<file path="config.mk">
export PLATFORM = sky130hd
export DESIGN_NAME = flash_selfprog_ctrl
export DESIGN_NICKNAME = d
export VERILOG_FILES = /design/src/rtl/fsp_pkg.sv /design/src/rtl/fsp_arm.sv /design/src/rtl/fsp_pagebuf.sv /design/src/rtl/fsp_seq.sv /design/src/rtl/flash_selfprog_ctrl.sv
export SDC_FILE = /design/constraint.sdc
export NUM_CORES = 1
export LEC_CHECK = 0
export ABC_AREA = 0
export BUFFER_PORTS_ARGS = -buffer_cell sky130_fd_sc_hd__buf_2
export CAP_MARGIN = 5
export CORE_MARGIN = 2
export CORE_UTILIZATION = 58
export CTS_CLUSTER_SIZE = 28
export DETAILED_ROUTE_END_ITERATION = 8
export PLACE_DENSITY = 0.82
export SYNTH_ARGS = -nofsm -noshare
export SYNTH_HDL_FRONTEND = slang
export SYNTH_SLANG_ARGS = --single-unit
</file>
<file path="constraint.sdc">
create_clock -name clk -period 1.66 [get_ports clk]
set_clock_uncertainty 0.05 [all_clocks]
set_input_delay 0.083 -clock clk [delete_from_list [all_inputs] [get_ports clk]]
set_output_delay 0.083 -clock clk [all_outputs]
set_load 0.01 [all_outputs]
</file>
<file path="src/rtl/fsp_pkg.sv">
package fsp_pkg;

  // control register bit positions
  localparam int ARMED_BIT = 0;
  localparam int GO_BIT    = 0;
  localparam int CLR_BIT   = 4;
  localparam int BUSY_BIT  = 6;

  typedef enum logic [1:0] {
    CMD_NONE  = 2'd0,
    CMD_LOAD  = 2'd1,
    CMD_ERASE = 2'd2,
    CMD_WRITE = 2'd3
  } cmd_kind_t;

  typedef enum logic [1:0] {
    SEQ_IDLE  = 2'd0,
    SEQ_ERASE = 2'd1,
    SEQ_WRITE = 2'd2
  } seq_state_t;

  function automatic cmd_kind_t decode_cmd(input logic [7:0] code);
    cmd_kind_t k;
    if (code == 8'h01)           k = CMD_LOAD;
    else if (code[6:0] == 7'h03) k = CMD_ERASE;
    else if (code[6:0] == 7'h05) k = CMD_WRITE;
    else                         k = CMD_NONE;
    return k;
  endfunction

endpackage

</file>
<file path="src/rtl/fsp_arm.sv">
module fsp_arm
  import fsp_pkg::*;
#(
  parameter int ARM_WIN = 4,
  localparam int CNT_W  = $clog2(ARM_WIN + 1)
) (
  input  logic       clk,
  input  logic       rst_n,
  input  logic       ctl_we,
  input  logic [7:0] ctl_wdata,
  input  logic       busy,
  input  logic       prog_strobe,
  output logic       fire,
  output cmd_kind_t  kind,
  output logic       armed,
  output logic       buf_clr
);

  logic [CNT_W-1:0] cnt_q, cnt_d;
  logic [7:0]       code_q, code_d;
  logic             ctl_take;

  assign ctl_take = ctl_we && !busy;
  assign armed    = (cnt_q != '0);
  assign fire     = prog_strobe && !busy && !ctl_take && armed;
  assign kind     = decode_cmd(code_q);
  assign buf_clr  = ctl_take && ctl_wdata[CLR_BIT];

  always_comb begin
    cnt_d  = cnt_q;
    code_d = code_q;
    if (ctl_take) begin
      code_d = ctl_wdata;
      if (ctl_wdata[GO_BIT] && !ctl_wdata[CLR_BIT]) cnt_d = CNT_W'(ARM_WIN);
      else                                           cnt_d = '0;
    end else if (armed) begin
      if (fire) cnt_d = '0;
      else      cnt_d = cnt_q - 1'b1;
    end
  end

  always_ff @(posedge clk or negedge rst_n) begin
    if (!rst_n) begin
      cnt_q  <= '0;
      code_q <= '0;
    end else begin
      cnt_q <= cnt_d;
      if (ctl_take) code_q <= code_d;
    end
  end

endmodule

</file>
<file path="src/rtl/fsp_pagebuf.sv">
module fsp_pagebuf #(
  parameter int WORD_W = 3,
  parameter int DATA_W = 16,
  localparam int WORDS = 1 << WORD_W
) (
  input  logic              clk,
  input  logic              rst_n,
  input  logic              ld_en,
  input  logic [WORD_W-1:0] ld_idx,
  input  logic [DATA_W-1:0] ld_data,
  input  logic              clr,
  input  logic [WORD_W-1:0] rd_idx,
  output logic [DATA_W-1:0] rd_data
);

  logic [WORDS-1:0]  valid_q;
  logic [WORDS-1:0]  valid_d;
  logic [DATA_W-1:0] data_q [WORDS];

  for (genvar w = 0; w < WORDS; w++) begin : g_word
    logic hit;
    assign hit        = ld_en && (ld_idx == WORD_W'(w)) && !valid_q[w];
    assign valid_d[w] = clr ? 1'b0 : (valid_q[w] || hit);

    always_ff @(posedge clk) begin
      if (hit) data_q[w] <= ld_data;
    end
  end

  always_ff @(posedge clk or negedge rst_n) begin
    if (!rst_n) valid_q <= '0;
    else        valid_q <= valid_d;
  end

  assign rd_data = valid_q[rd_idx] ? data_q[rd_idx] : '1;

endmodule

</file>
<file path="src/rtl/fsp_seq.sv">
module fsp_seq
  import fsp_pkg::*;
#(
  parameter int PAGE_W     = 4,
  parameter int NRWW_FIRST = 12
) (
  input  logic              clk,
  input  logic              rst_n,
  input  logic              fire,
  input  cmd_kind_t         kind,
  input  logic [PAGE_W-1:0] page_in,
  input  logic              fl_done,
  output logic              erase_req,
  output logic              write_req,
  output logic              busy,
  output logic [PAGE_W-1:0] page,
  output logic              halt,
  output logic              wr_done
);

  seq_state_t        state_q, state_d;
  logic [PAGE_W-1:0] page_q;
  logic              page_en;

  always_comb begin
    state_d = state_q;
    page_en = 1'b0;
    wr_done = 1'b0;
    case (state_q)
      SEQ_IDLE: begin
        if (fire && kind == CMD_ERASE) begin
          state_d = SEQ_ERASE;
          page_en = 1'b1;
        end else if (fire && kind == CMD_WRITE) begin
          state_d = SEQ_WRITE;
          page_en = 1'b1;
        end
      end
      SEQ_ERASE: if (fl_done) state_d = SEQ_IDLE;
      SEQ_WRITE: begin
        if (fl_done) begin
          state_d = SEQ_IDLE;
          wr_done = 1'b1;
        end
      end
      default: state_d = SEQ_IDLE;
    endcase
  end

  always_ff @(posedge clk or negedge rst_n) begin
    if (!rst_n) begin
      state_q <= SEQ_IDLE;
      page_q  <= '0;
    end else begin
      state_q <= state_d;
      if (page_en) page_q <= page_in;
    end
  end

  assign erase_req = (state_q == SEQ_ERASE);
  assign write_req = (state_q == SEQ_WRITE);
  assign busy      = (state_q != SEQ_IDLE);
  assign page      = page_q;
  assign halt      = busy && (page_q >= PAGE_W'(NRWW_FIRST));

endmodule

</file>
<file path="src/rtl/flash_selfprog_ctrl.sv">
module flash_selfprog_ctrl
  import fsp_pkg::*;
#(
  parameter int PAGE_W     = 4,
  parameter int WORD_W     = 3,
  parameter int DATA_W     = 16,
  parameter int ARM_WIN    = 4,
  parameter int NRWW_FIRST = 12,
  localparam int ADDR_W    = PAGE_W + WORD_W
) (
  input  logic              clk,
  input  logic              rst_n,
  input  logic              ctl_we,
  input  logic [7:0]        ctl_wdata,
  output logic [7:0]        ctl_rdata,
  input  logic              prog_strobe,
  input  logic [ADDR_W-1:0] prog_addr,
  input  logic [DATA_W-1:0] prog_data,
  input  logic              ee_write,
  output logic              fl_erase_req,
  output logic              fl_write_req,
  output logic [PAGE_W-1:0] fl_page,
  input  logic [WORD_W-1:0] fl_rd_idx,
  output logic [DATA_W-1:0] fl_rd_data,
  input  logic              fl_done,
  output logic              cpu_halt
);

  // reset asserts at once, releases on a clock edge
  logic [1:0] rst_sync_q;
  logic       rst_int_n;

  always_ff @(posedge clk or negedge rst_n) begin
    if (!rst_n) rst_sync_q <= 2'b00;
    else        rst_sync_q <= {rst_sync_q[0], 1'b1};
  end
  assign rst_int_n = rst_sync_q[1];

  logic      fire, armed, buf_clr_ctl, busy, wr_done, ld_en, buf_clr;
  cmd_kind_t kind;

  fsp_arm #(.ARM_WIN(ARM_WIN)) u_arm (
    .clk         (clk),
    .rst_n       (rst_int_n),
    .ctl_we      (ctl_we),
    .ctl_wdata   (ctl_wdata),
    .busy        (busy),
    .prog_strobe (prog_strobe),
    .fire        (fire),
    .kind        (kind),
    .armed       (armed),
    .buf_clr     (buf_clr_ctl)
  );

  fsp_seq #(.PAGE_W(PAGE_W), .NRWW_FIRST(NRWW_FIRST)) u_seq (
    .clk       (clk),
    .rst_n     (rst_int_n),
    .fire      (fire),
    .kind      (kind),
    .page_in   (prog_addr[ADDR_W-1:WORD_W]),
    .fl_done   (fl_done),
    .erase_req (fl_erase_req),
    .write_req (fl_write_req),
    .busy      (busy),
    .page      (fl_page),
    .halt      (cpu_halt),
    .wr_done   (wr_done)
  );

  assign ld_en   = fire && (kind == CMD_LOAD);
  assign buf_clr = buf_clr_ctl || ee_write || wr_done;

  fsp_pagebuf #(.WORD_W(WORD_W), .DATA_W(DATA_W)) u_buf (
    .clk     (clk),
    .rst_n   (rst_int_n),
    .ld_en   (ld_en),
    .ld_idx  (prog_addr[WORD_W-1:0]),
    .ld_data (prog_data),
    .clr     (buf_clr),
    .rd_idx  (fl_rd_idx),
    .rd_data (fl_rd_data)
  );

  always_comb begin
    ctl_rdata            = '0;
    ctl_rdata[BUSY_BIT]  = busy;
    ctl_rdata[ARMED_BIT] = armed;
  end

endmodule

</file>
# [Word level (Yosys, flattened, before mapping)]
# Memories as Yosys holds them, arrays and structs flattened.
# Cells that the tools add are included.
[word_totals] mem_count=1 ram_bits=128 wordCells=152 inputBits=40 out_inout_bits=31 ff_bits=27
[memory_table] memory="u_buf.data_q" depth=8 width=16 rd=1 rd_ports_with_merged_regs=0 write_ports=1 line_no="fsp_pagebuf.sv:18" text="logic [DATA_W-1:0] data_q [WORDS];"
[classes] magnitude_cmp=2 muxes=64 n_reduce_logical=61 eq_ne=17 add_sub_neg=1
[ops] op="16-bit 2-to-1 mux" n=8
[ops] op="16-bit OR reduction" n=7
[ops] op="1-bit 2-to-1 mux" n=37
[ops] op="3-bit 2-to-1 mux" n=11
[ops] op="1-bit logical AND" n=26
[ops] op="3-bit == test (second input constant)" n=4
[ops] op="2-bit 2-to-1 mux" n=6
[ops] op="1-bit zero test" n=11
[ops] op="1-bit logical OR" n=10
[ops] op="8-bit by 1-bit == test with 1-bit output (second input constant)" n=1
[ops] op="7-bit by 2-bit == test with 1-bit output (second input constant)" n=1
[ops] op="7-bit by 3-bit == test with 1-bit output (second input constant)" n=1
[ops] op="2-bit == test (second input constant)" n=3
[ops] op="3-bit by 2-bit == test with 1-bit output (second input constant)" n=2
[ops] op="2-bit by 1-bit == test with 1-bit output (second input constant)" n=2
[ops] op="4-bit greater-or-equal comparator (second input constant)" n=1
[ops] op="3-bit by 4-bit < comparator with 1-bit output (second input constant)" n=1
[ops] op="2-bit one-hot mux with 2 select lines" n=1
[ops] op="2-bit nonzero test" n=2
[ops] op="1-bit binary-select mux with 3-bit select" n=1
[ops] op="3-bit by 1-bit == test with 1-bit output (second input constant)" n=1
[ops] op="3-bit zero test" n=1
[ops] op="3-bit by 1-bit != test with 1-bit output (second input constant)" n=1
[ops] op="3-bit nonzero test" n=1
[ops] op="other kinds (5)" n=5

# [Depth between registers and ports, before layout]
# Gate-level depths: netlist of run 1.
[depth] word_depth=19 ltp_mapped=7 depth_no_buf=7

# [Cells and area by module]
# A second synthesis of run 1 with hierarchy kept.
[unflattened] hier_cells=338 area_unflattened_um2=6303.5
[modules_own_cells] module="fsp_pagebuf" cells_each=248 n_inst=1 area_each_um2=5275.1 seq_area_each_um2=4043.9
[modules_own_cells] module="fsp_arm" cells_each=48 n_inst=1 area_each_um2=581.8 seq_area_each_um2=275.3
[modules_own_cells] module="fsp_seq" cells_each=28 n_inst=1 area_each_um2=314.1 seq_area_each_um2=150.1
[modules_own_cells] module="flash_selfprog_ctrl" cells_each=14 n_inst=1 area_each_um2=132.6 seq_area_each_um2=50.0

# [Worst setup path before layout of run 1]
# No wires, ideal clock.
[synth_path] kind="register to register" startpoint="register u_arm.cnt_q[0]" endpoint="memory u_buf.data_q[4][0] (enable)" path_slack_ns=-1.686 setup_time_ns=0.432 synth_period_minus_slack_ns=3.346 path_stages_with_launch=7 required_ns=1.178 t_arrival_ns=2.864 path_cell_list="dfrtp_1 > inv_1 > ha_1 > nor2b_2 > nor4b_4 > nand3_1 > nor4_1"
[synth_between] elab_cells_between_ends=56
[synth_rtl] item="from (decl)" line_no="fsp_arm.sv:19" text="logic [CNT_W-1:0] cnt_q, cnt_d;"
[synth_rtl] item="from (signal assigned)" line_no="fsp_arm.sv:47" text="cnt_q <= cnt_d;"
[synth_rtl] item="3-bit nonzero test *" line_no="fsp_arm.sv:24" text="assign armed = (cnt_q != '0);"
[synth_rtl] item="1-bit logical AND *" line_no="fsp_arm.sv:25" text="assign fire = prog_strobe && !busy && !ctl_take && armed;"
[synth_rtl] item="1-bit logical AND *" line_no="flash_selfprog_ctrl.sv:70" text="assign ld_en = fire && (kind == CMD_LOAD);"
[synth_rtl] item="1-bit logical AND * (2 in a row)" line_no="fsp_pagebuf.sv:22" text="assign hit = ld_en && (ld_idx == WORD_W'(w)) && !valid_q[w];"
[synth_rtl] item="named net u_buf.g_word[4].hit" line_no="fsp_pagebuf.sv:21" text="logic hit;"
[synth_rtl] item="1-bit 2-to-1 mux *" line_no="fsp_pagebuf.sv:26" text="if (hit) data_q[w] <= ld_data;"
[synth_rtl] item="1-bit 2-to-1 mux (implied by the code) *" line_no="fsp_pagebuf.sv:26"
[synth_rtl] item="16-bit OR reduction (no source line)"
[synth_rtl] item="3-bit 2-to-1 mux (no source line) or 1-bit 2-to-1 mux (tied branches) (4 in a row)"
[synth_rtl] item="to (decl)" line_no="fsp_pagebuf.sv:18"
# Mark *: on every way through the listed nets, which the timed path passes. The rest lies on a longest branch.

# [Worst setup path in the final report of run 1]
[layout_path] startpoint="register u_arm.cnt_q[0]" endpoint="memory u_buf.data_q[0][0] (enable)"
[layout_between] elab_cells_between_ends=56
[layout_rtl] item="3-bit nonzero test" line_no="fsp_arm.sv:24"
[layout_rtl] item="1-bit logical AND" line_no="fsp_arm.sv:25"
[layout_rtl] item="1-bit logical AND" line_no="flash_selfprog_ctrl.sv:70"
[layout_rtl] item="1-bit logical AND (2 in a row)" line_no="fsp_pagebuf.sv:22"
[layout_rtl] item="named net u_buf.g_word[0].hit" line_no="fsp_pagebuf.sv:21"
[layout_rtl] item="1-bit 2-to-1 mux" line_no="fsp_pagebuf.sv:26"
[layout_rtl] item="1-bit 2-to-1 mux (implied by the code)" line_no="fsp_pagebuf.sv:26"
[layout_rtl] item="1-bit 2-to-1 mux (no source line) (7 in a row)"
# The timed path passes the listed nets, and every way through them passes these cells.

==> results of run 1 <==
cell families after synthesis:
family                   Yosys count
AO/OA/AOI/OAI                     15
XOR/XNOR                           1
adder cells (fa/ha/maj)            5
buffers and inverters             27
flip-flops                       155
multiplexers                      66
other                              2
AND/OR/NAND/NOR                   66
report_power, final:
part / internal (W) / switching (W) / total, W
clock network: 0.00201 / 0.00164 / 0.00365
registers: 0.00431 / 0.0000843 / 0.00439
logic: 0.000825 / 0.000721 / 0.00155
total: 0.00714 / 0.00245 / 0.00959
worst max-delay path: cells and delay by family, from the launching register on:
family                   cells  cell delay, ns
AND/OR/NAND/NOR              4            0.74
adder cells (fa/ha/maj)      1            0.18
buffers and inverters        5            0.73
flip-flops                   1            0.40
metrics by stage:
step | hold slack [ns] | TNS, ns | instance area, sq um
after floorplan | -0.263 | -87.80 | 6470
after global placement | -0.183 | -51.00 | 7300
after detailed placement | -0.182 | -60.38 | 7300
after CTS | 0.0827 | -73.34 | 8550
after global routing | 0.0337 | -102.48 | 8700
final | 0.0341 | -97.18 | 8700
layer usage:
metal,vias up,wire [microns],global-route usage,part of all wire
met5,-,0,0,0
met4,0,657,0.128,0.036
met3,47,1440,0.0579,0.080
met2,287,9330,0.546,0.51
met1,2119,6720,0.422,0.37
li1,1668,-,-,-
path summary, 6_finish.rpt:
| check | cells after the start | end | slack (ns) | start |
|---|---|---|---|---|
| setup / recovery | 10 | u_buf.data_q[0][0] | -0.73 | u_arm.cnt_q[0] |
| hold / removal | 4 | u_arm.cnt_q[0] | 0.03 | ctl_we |
| min in group asynchronous | 1 | u_seq.page[1] | 0.20 | rst_sync_q[1] |
| max in group asynchronous | 3 | rst_sync_q[1] | 1.06 | rst_n |
| setup reg to reg | 10 | u_buf.data_q[0][0] | -0.73 | u_arm.cnt_q[0] |
| hold reg to reg | 1 | u_seq.page[1] | 0.20 | rst_sync_q[1] |
repair_timing:
action	4_1_cts	5_1_grt
hold endpoints to repair	153	0
endpoints found under the setup margin	161	174
resized for setup	40	29
hold buffers	37	0
pin swaps	10	5
cloned	2	3
setup buffers	18	6
synth_stat cells, types with 2 or more instances:
| library cell | number |
|---|---|
| edfxtp_1 | 128 |
| mux4_2 | 34 |
| nand2_1 | 29 |
| dfrtp_1 | 27 |
| mux2i_1 | 17 |
| mux2_2 | 14 |
| o21ai_0 | 11 |
| buf_4 | 8 |
| nor3_1 | 8 |
| buf_2 | 7 |
| nor2_1 | 7 |
| inv_1 | 6 |
| ha_1 | 5 |
| clkbuf_1 | 3 |
| nand2b_1 | 3 |
| nand3b_1 | 3 |
| nor4_1 | 3 |
| a21oi_1 | 2 |
| and3_1 | 2 |
| buf_6 | 2 |
| conb_1 | 2 |
| nand3_1 | 2 |
registers in the layout (all words and copies together), names as in the netlist:
name,count
u_buf.valid_q,8
u_seq.state_q,2
u_seq.page,4
u_buf.data_q,128
u_arm.code_q,8
u_arm.cnt_q,3
rst_sync_q,2
area by class of cell:
type,count,area [sq um]
tap,140,175
clock buffer,17,414
sequential,155,4520
multi-input combinational,161,1900
clock inverter,14,136
fill,491,2050
inverter,6,27.5
timing repair buffer,172,1520
==> load_flow_metrics.sql, run 1 <==
INSERT INTO impl_metrics (metric_group, metric, value, unit) VALUES
('placed_design', 'gp_congestion', '0.825', ''),
('sta', 'report.final.slew_viol_count', '0', ''),
('logic_synthesis', 'synth_flop_type', 'edfxtp_1', ''),
('logic_synthesis', 'yosys.area_share.simple', '0.0560', ''),
('flow_run', 'maxCapViolCount', '0', ''),
('route', 'drtAntennaViolNets', '0', ''),
('floorplan', 'io_pins', '71', ''),
('worst_setup_path', 'timing.setup.critical_path_class', 'reg -> reg', ''),
('finish', 'post_layout_nonfiller_instances', '665', ''),
('floorplan', 'fp.dieArea', '11700', 'sq um'),
('sta', 'finalHoldViolations', '0', ''),
('sta', 'unrepaired_setup_endpoints_after_global_routing', 'yes', ''),
('power_and_ir_drop', 'peakVddDrop', '808', 'uV'),
('clocking', 'cts_num_sinks', '155', ''),
('logic_synthesis', 'yosysWarningCount', '0', ''),
('logic_synthesis', 'yosys.area.top_type', 'edfxtp_1', ''),
('logic_synthesis', 'synth.top_cells.by_area', 'edfxtp_1, mux4_2, dfrtp_1', ''),
('worst_setup_path', 'worst_setup_path_end_kind', 'flop', ''),
('logic_synthesis', 'number_of_distinct_library_cell_variants_in_the_gate_level_netlist_after_synthesis', '36', ''),
('logic_synthesis', 'synth_area', '6310', 'sq um'),
('route', 'viasPerCell', '6.20', ''),
('logic_synthesis', 'post_syn_instances', '337', ''),
('global_route', 'grt_pass1_vias', '4172', ''),
('route', 'route.detailed.wl_per_inst', '27.3', 'microns'),
('finish', 'area_growth_syn_to_layout', '37.9', '%'),
('global_route', 'grt_use_total', '0.323', ''),
('power_and_ir_drop', 'p_leak', '3.24', 'nW'),
('placed_design', 'setup_slack_after_placement', '-0.482', 'ns'),
('worst_setup_path', 'critical-path-slowest-cell', 'dfrtp_1', ''),
('logic_synthesis', 'yosys.area_share.xor_xnor', '0.00139', ''),
('floorplan', 'num_rows', '38', ''),
('sta', 'report.final.setup_viol', '163', ''),
('global_route', 'grt_start_max_net_pins', '26', ''),
('logic_synthesis', 'yosysSeqAreaShare', '0.717', ''),
('logic_synthesis', 'async_flop_share', '0.174', ''),
('floorplan', 'total_core_area', '10700', 'sq um'),
('logic_synthesis', 'yosys.area_share.adder', '0.00992', ''),
('logic_synthesis', 'synth_seq_cells', '155', ''),
('worst_hold_path', 'worstHoldPathType', 'in -> reg', ''),
('logic_synthesis', 'synth_mux_area_frac', '0.176', ''),
('power_and_ir_drop', 'power', '0.00959', 'W'),
('worst_setup_path', 'arrival', '2.58', 'ns'),
('clocking', 'cts.path.max_buffers', '2', ''),
('logic_synthesis', 'synth_top_area_frac', '0.610', ''),
('finish', 'layout.nets', '558', ''),
('finish', 'finished_core_util', '0.809', ''),
('logic_synthesis', 'synth_top_family_by_area', 'multiplexers', ''),
('clocking', 'clock_transition_at_path_regs', '0.07', 'ns'),
('worst_setup_path', 'cp-start-kind', 'flop', ''),
('finish', 'diodes_inserted', '0', ''),
('finish', 'layout.cells.most_common', 'edfxtp_1', ''),
('worst_setup_path', 'timing.critical_path.required', '1.85', 'ns'),
('clocking', 'root_buffer', 'clkbuf_8', ''),
('global_route', 'overflow_left_after_global_routing', '0', ''),
('route', 'drc', '0', ''),
('sta', 'min_period', '2.39', 'ns'),
('logic_synthesis', 'avgSynthCellArea', '18.7', 'sq um'),
('placed_design', 'io_buffer_count', '64', ''),
('route', 'via_count', '4121', ''),
('finish', 'final_cell_mix', 'edfxtp_1, buf_2, buf_4', ''),
('status', 'outcome', 'finished, violations left', ''),
('worst_setup_path', 'cp_slowest_stage_delay', '0.40', 'ns'),
('sta', 'setup_ws', '-0.733', 'ns'),
('placed_design', 'dp_cells', '572', ''),
('floorplan', 'fp.dieW', '108', 'microns'),
('clocking', 'tritoncts.num_buffers', '17', ''),
('logic_synthesis', 'synth-edff-count', '128', ''),
('power_and_ir_drop', 'cell_area_power_density', '1100', 'nW/um^2'),
('finish', 'final_layout_size_suffix_gt1_frac', '0.490', ''),
('worst_setup_path', 'path_max_fanout', '8', ''),
('status', 'violated_checks', 'setup timing', '');
Note: power is estimated with default switching activity, not from simulation.
==> run 2, diff against run 1 <==
- CORE_MARGIN: 2 -> default
==> load_flow_metrics.sql, run 2 (same netlist as run 1, synthesis figures left out) <==
INSERT INTO impl_metrics (metric_group, metric, value, unit) VALUES
('status', 'outcome', 'finished, violations left', ''),
('status', 'violated_checks', 'setup timing', ''),
('sta', 'clock.fmax', '449', 'MHz'),
('sta', 'hold_ws', '0.0562', 'ns'),
('power_and_ir_drop', 'power', '0.00958', 'W'),
('finish', 'largest_register_ff_count', '128', ''),
('route', 'number_of_optimization_iterations_in_the_first_detailed_route_pass', '5', ''),
('finish', 'max_flop_register', 'u_buf.data_q', ''),
('placed_design', 'io_buffer_count', '64', ''),
('finish', 'area_growth_syn_to_layout', '34.9', '%'),
('route', 'drc', '0', ''),
('placed_design', 'dp_cells', '570', ''),
('sta', 'finalHoldViolations', '0', ''),
('floorplan', 'initial_util', '0.605', ''),
('clocking', 'number_of_levels_in_the_clock_h_tree', '4', ''),
('floorplan', 'num_rows', '37', ''),
('clocking', 'tritoncts.num_buffers', '17', ''),
('clocking', 'root_buffer', 'clkbuf_8', ''),
('finish', 'final_cell_mix', 'edfxtp_1, buf_2, buf_4', ''),
('worst_setup_path', 'critical-path-slowest-cell', 'mux4_2', ''),
('clocking', 'insertion_delay', '0.54', 'ns'),
('power_and_ir_drop', 'peakVddDrop', '990', 'uV'),
('clocking', 'cts.path.max_buffers', '2', ''),
('worst_setup_path', 'worst_setup_path_end_kind', 'primary output', ''),
('worst_setup_path', 'timing.critical_path.required', '1.53', 'ns'),
('worst_setup_path', 'timing.critical_path.cells', 'mux4_2, mux2_4, nand2_1, buf_2', ''),
('power_and_ir_drop', 'p_leak', '3.16', 'nW'),
('worst_setup_path', 'cp-start-kind', 'flop', ''),
('clocking', 'cts_num_sinks', '155', ''),
('global_route', 'number_of_antenna_violations_at_the_first_check_in_global_routing', '0', ''),
('finish', 'post_layout_nonfiller_instances', '653', ''),
('route', 'viasPerCell', '5.89', ''),
('worst_setup_path', 'arrival', '2.09', 'ns'),
('worst_setup_path', 'path_max_fanout', '16', ''),
('global_route', 'grt_start_max_net_pins', '26', ''),
('placed_design', 'place_hpwl', '8.24', 'mm'),
('finish', 'largest_registers', 'u_buf.data_q (128), u_arm.code_q (8), u_buf.valid_q (8)', ''),
('global_route', 'grt_pass1_vias', '4030', ''),
('worst_hold_path', 'worstHoldPathType', 'in -> reg', ''),
('placed_design', 'gp_congestion', '0.855', ''),
('sta', 'fin_crit_sh', '1.34', ''),
('floorplan', 'total_core_area', '10400', 'sq um'),
('sta', 'setup_ws', '-0.566', 'ns'),
('finish', 'layout.cells.most_common', 'edfxtp_1', ''),
('finish', 'layout.nets', '549', ''),
('route', 'via_count', '3844', ''),
('finish', 'diodes_inserted', '0', ''),
('clocking', 'tritoncts', 'done', ''),
('route', 'drtAntennaViolNets', '0', ''),
('power_and_ir_drop', 'cell_area_power_density', '1130', 'nW/um^2'),
('flow_run', 'maxCapViolCount', '0', ''),
('sta', 'unrepaired_setup_endpoints_after_global_routing', 'yes', ''),
('global_route', 'grt_first_pass_wirelength', '22.4', 'mm'),
('worst_setup_path', 'timing.critical_path.buf_inv', '1', ''),
('route', 'drt_iter0_drc', '360', ''),
('route', 'route.detailed.wl_per_inst', '22.8', 'microns'),
('route', 'wl', '14.9', 'mm'),
('clocking', 'clock_transition_at_path_regs', '0.07', 'ns'),
('floorplan', 'io_pins', '71', ''),
('finish', 'final_layout_size_suffix_gt1_frac', '0.468', ''),
('worst_setup_path', 'cpLargestDelayFamily', 'multiplexers', ''),
('sta', 'report.final.setup_viol', '162', ''),
('global_route', 'overflow_left_after_global_routing', '0', ''),
('floorplan', 'fp.dieW', '106', 'microns'),
('sta', 'report.final.slew_viol_count', '0', ''),
('floorplan', 'fp.dieArea', '11300', 'sq um'),
('floorplan', 'die_height', '106', 'microns'),
('worst_setup_path', 'cp_slowest_stage_delay', '0.49', 'ns'),
('global_route', 'grt_use_total', '0.285', ''),
('worst_setup_path', 'timing.setup.critical_path_class', 'reg -> out', ''),
('sta', 'min_period', '2.23', 'ns');
run 2: cell types whose count changed in the layout (fill, tap and decap cells not counted), moves of 2 or more:
cell | previous run | this run
buf_2 | 52 | 61
buf_4 | 43 | 37
buf_6 | 28 | 20
clkinv_4 | 4 | 1
inv_6 | 4 | 7
nand2_1 | 19 | 27
nand2_2 | 8 | 1
o21ai_1 | 8 | 6
run 2: worst register-to-register path: cells and delay by family, from the launching register on:
kind / cells / cell delay [ns]
flip-flops: 1 / 0.38
buffers and inverters: 3 / 0.45
AND/OR/NAND/NOR: 4 / 0.85
adder cells (fa/ha/maj): 1 / 0.16
run 2: per-stage QoR:
step | utilization | worst slack (ns) | TNS (ns) | instance area (sq um)
after floorplan | - | -0.816 | -87.80 | 6470
after global placement | 0.702 | -0.401 | -48.93 | 7310
after detailed placement | 0.702 | -0.417 | -52.05 | 7310
after CTS | 0.808 | -0.552 | -71.87 | 8420
after global routing | 0.817 | -0.602 | -89.05 | 8510
final | 0.817 | -0.566 | -75.31 | 8510
run 2: report_power, final:
| part | leakage [nW] | switching [W] | internal (W) |
|---|---|---|---|
| sequential | 1.50 | 0.0000698 | 0.00431 |
| combinational | 1.38 | 0.000671 | 0.000823 |
| clock | 0.277 | 0.00167 | 0.00205 |
run 2: path summary, 6_finish.rpt:
check / depth (start not counted) / slack, ns / end / start
setup reg to reg: 8 / -0.52 / u_buf.data_q[6][12] / u_arm.cnt_q[1]
setup / recovery: 4 / -0.57 / fl_rd_data[0] / u_buf.valid_q[0]
min in group asynchronous: 1 / 0.17 / u_buf.valid_q[0] / rst_sync_q[1]
hold / removal: 4 / 0.06 / u_arm.cnt_q[2] / ctl_we
hold reg to reg: 1 / 0.17 / u_buf.valid_q[0] / rst_sync_q[1]
max in group asynchronous: 3 / 1.08 / rst_sync_q[0] / rst_n
run 2: what timing repair did:
item	4_1_cts	5_1_grt
hold endpoints to repair	153	0
endpoints found under the setup margin	160	172
resized for setup	39	8
pin swaps	6	6
hold buffers	36	0
setup buffers	10	7
run 2: cell type report:
type	count	area, sq um
Multi-Input combinational cell	160	1850
Timing Repair Buffer	164	1370
Sequential cell	155	4520
Clock inverter	15	155
Clock buffer	17	414
Fill cell	488	1910
Tap cell	136	170
Inverter	6	30.0
run 2: routing by layer:
layer  share of wire  vias to the layer above  track usage
met5               0                        -            0
li1                -                     1650            -
met3           0.065                       38       0.0717
met2            0.52                      219        0.477
met4           0.036                        0        0.139
met1            0.38                     1937        0.349
==> run 3, diff against run 2 <==
- CORE_UTILIZATION: 58 -> 60
- CTS_BUF_LIST: default -> sky130_fd_sc_hd__clkbuf_4
- PLACE_DENSITY: 0.82 -> 0.84
- REMOVE_ABC_BUFFERS: default -> 1
==> load_flow_metrics.sql, run 3 (same netlist as run 1, synthesis figures left out) <==
INSERT INTO impl_metrics (metric_group, metric, value, unit) VALUES
('worst_setup_path', 'arrival', '2.44', 'ns'),
('finish', 'ff_latch_area', '4520', 'sq um'),
('sta', 'report.final.slew_viol_count', '0', ''),
('power_and_ir_drop', 'p_leak', '3.13', 'nW'),
('sta', 'hold_ws', '0.174', 'ns'),
('clocking', 'number_of_levels_in_the_clock_h_tree', '4', ''),
('floorplan', 'die_height', '105', 'microns'),
('worst_hold_path', 'worstHoldPathType', 'reg -> async', ''),
('sta', 'clock.fmax', '446', 'MHz'),
('clocking', 'tritoncts', 'done', ''),
('route', 'wl', '15.5', 'mm'),
('finish', 'area_growth_syn_to_layout', '33.2', '%'),
('sta', 'setup_ws', '-0.583', 'ns'),
('worst_setup_path', 'path_max_fanout', '7', ''),
('floorplan', 'num_rows', '37', ''),
('worst_setup_path', 'r2r_cells', '9', ''),
('status', 'outcome', 'finished, violations left', ''),
('finish', 'layout.cells.most_common', 'edfxtp_1', ''),
('route', 'viasPerCell', '5.89', ''),
('finish', 'layout.nets', '560', ''),
('global_route', 'grt_first_pass_wirelength', '22.6', 'mm'),
('sta', 'unrepaired_setup_endpoints_after_global_routing', 'yes', ''),
('floorplan', 'fp.dieW', '105', 'microns'),
('clocking', 'insertion_delay', '0.52', 'ns'),
('clocking', 'tritoncts.num_buffers', '17', ''),
('placed_design', 'io_buffer_count', '64', ''),
('finish', 'largest_register_ff_count', '128', ''),
('finish', 'final_cell_mix', 'edfxtp_1, buf_2, buf_4', ''),
('status', 'violated_checks', 'setup timing', ''),
('worst_setup_path', 'timing.setup.critical_path_class', 'reg -> reg', ''),
('power_and_ir_drop', 'peakVddDrop', '779', 'uV'),
('sta', 'finalHoldViolations', '0', ''),
('sta', 'min_period', '2.24', 'ns'),
('global_route', 'grt_start_max_net_pins', '26', ''),
('worst_setup_path', 'regToRegStartpoint', 'u_seq.state_q[0]', ''),
('global_route', 'number_of_antenna_violations_at_the_first_check_in_global_routing', '1', ''),
('global_route', 'grt_pass1_vias', '4092', ''),
('worst_setup_path', 'worst-r2r-setup-slack', '-0.58', 'ns'),
('worst_setup_path', 'cpLargestDelayFamily', 'simple AND/OR/NAND/NOR gates', ''),
('worst_setup_path', 'cp_slowest_stage_delay', '0.41', 'ns'),
('clocking', 'cts_num_sinks', '155', ''),
('clocking', 'clock_transition_at_path_regs', '0.13', 'ns'),
('finish', 'max_flop_register', 'u_buf.data_q', ''),
('worst_setup_path', 'timing.critical_path.cells', 'inv_2, ha_4, nand2_4, nor4b_4, nand3b_1, buf_6, nor4_4, buf_4, buf_8', ''),
('finish', 'finished_core_util', '0.818', ''),
('worst_setup_path', 'cp-start-kind', 'flop', ''),
('placed_design', 'place_hpwl', '9.10', 'mm'),
('worst_setup_path', 'worst_setup_path_end_kind', 'flop', ''),
('route', 'route.detailed.wl_per_inst', '23.4', 'microns'),
('floorplan', 'fp.dieArea', '10900', 'sq um'),
('sta', 'fin_crit_sh', '1.35', ''),
('worst_setup_path', 'timing.critical_path.buf_inv', '4', ''),
('route', 'drt_iter0_drc', '381', ''),
('route', 'drtAntennaViolNets', '0', ''),
('floorplan', 'total_core_area', '10300', 'sq um'),
('route', 'number_of_optimization_iterations_in_the_first_detailed_route_pass', '5', ''),
('finish', 'multi_input_comb_area', '1910', 'sq um'),
('clocking', 'root_buffer', 'clkbuf_4', ''),
('finish', 'fillers', '495', ''),
('worst_setup_path', 'critical-path-slowest-cell', 'dfrtp_1', ''),
('route', 'via_count', '3919', ''),
('placed_design', 'gp_congestion', '0.834', ''),
('power_and_ir_drop', 'cell_area_power_density', '961', 'nW/um^2'),
('flow_run', 'maxCapViolCount', '0', ''),
('worst_setup_path', 'timing.critical_path.required', '1.86', 'ns'),
('clocking', 'cts.path.max_buffers', '2', ''),
('sta', 'report.final.setup_viol', '162', ''),
('worst_setup_path', 'crit-reg2reg-capture', 'u_buf.data_q[0][3]', ''),
('floorplan', 'initial_util', '0.614', ''),
('global_route', 'overflow_left_after_global_routing', '0', ''),
('floorplan', 'io_pins', '71', ''),
('finish', 'largest_registers', 'u_buf.data_q (128), u_arm.code_q (8), u_buf.valid_q (8)', ''),
('global_route', 'grt_use_total', '0.292', ''),
('finish', 'final_layout_size_suffix_gt1_frac', '0.498', ''),
('worst_setup_path', 'cp.depth', '9', ''),
('route', 'drc', '0', '');
==> run 3: cell count changes in the layout (fill, tap and decap cells not counted), moves of 6 or more <==
cell and delta:
buf_6 +20, clkbuf_16 -16, buf_2 -12, clkbuf_4 +18, buf_12 -6, nand2_1 -11
nand2_2 +10
==> run 3: how the worst max path moves through the flow <==
stage	startpoint	endpoint	slack (ns)
2_1_floorplan	u_arm.cnt_q[0]	u_buf.data_q[4][0]	-1.69
3_3_place_gp	u_arm.cnt_q[0]	u_buf.data_q[0][5]	-0.45
3_5_place_dp	u_arm.cnt_q[0]	u_buf.data_q[5][0]	-0.60
4_1_cts	u_buf.valid_q[2]	fl_rd_data[0]	-0.59
5_1_grt	u_seq.state_q[0]	u_buf.data_q[0][9]	-0.70
6_report	u_seq.state_q[0]	u_buf.data_q[0][3]	-0.58
==> run 3: final cells by class <==
type,count,share of cell area
multi-input cells,161,0.227
well taps,136,0.0203
repair buffers,174,0.178
inverters,6,0.00357
diodes,1,0.000298
clock inverters,14,0.0176
flip-flops and latches,155,0.538
clock buffers,18,0.0161
==> run 3: metal layers <==
metal  routed length (microns)  up-vias  GRT usage
met3                      1190       25     0.0752
met5                         0        -          0
met2                      8170      241      0.486
li1                          -     1682          -
met1                      5830     1971      0.374
met4                       331        0      0.108
==> run 3: per-stage QoR <==
stage	instance area, sq um	power, W	cells	worst slack [ns]	setup TNS [ns]
after floorplan	6190	0.00493	321	-1.69	-176.87
after global placement	7170	0.00536	574	-0.446	-56.08
after detailed placement	7170	0.00542	574	-0.600	-71.24
after CTS	8220	0.00790	658	-0.593	-67.42
after global routing	8400	0.00834	665	-0.695	-90.40
final	8400	0.00808	665	-0.583	-75.35
==> run 3: worst register-to-register path: cells and delay by family (launching register included) <==
family,cells,cell delay [ns]
flops,1,0.41
buf+inv,4,0.58
simple gates,4,0.76
fa+ha+maj,1,0.16
==> run 3: power by group <==
group          internal (W)  switching (W)  leakage [nW]
combinational      0.000758       0.000684          1.48
sequential          0.00430      0.0000720          1.50
clock              0.000914        0.00135         0.142
==> run 3: repair_timing <==
action	CTS	global route
cloned	4	2
setup buffers	12	8
resized for setup	78	36
hold buffers	37	0
endpoints found under the setup margin	168	173
hold endpoints to repair	153	0
pin swaps	13	20
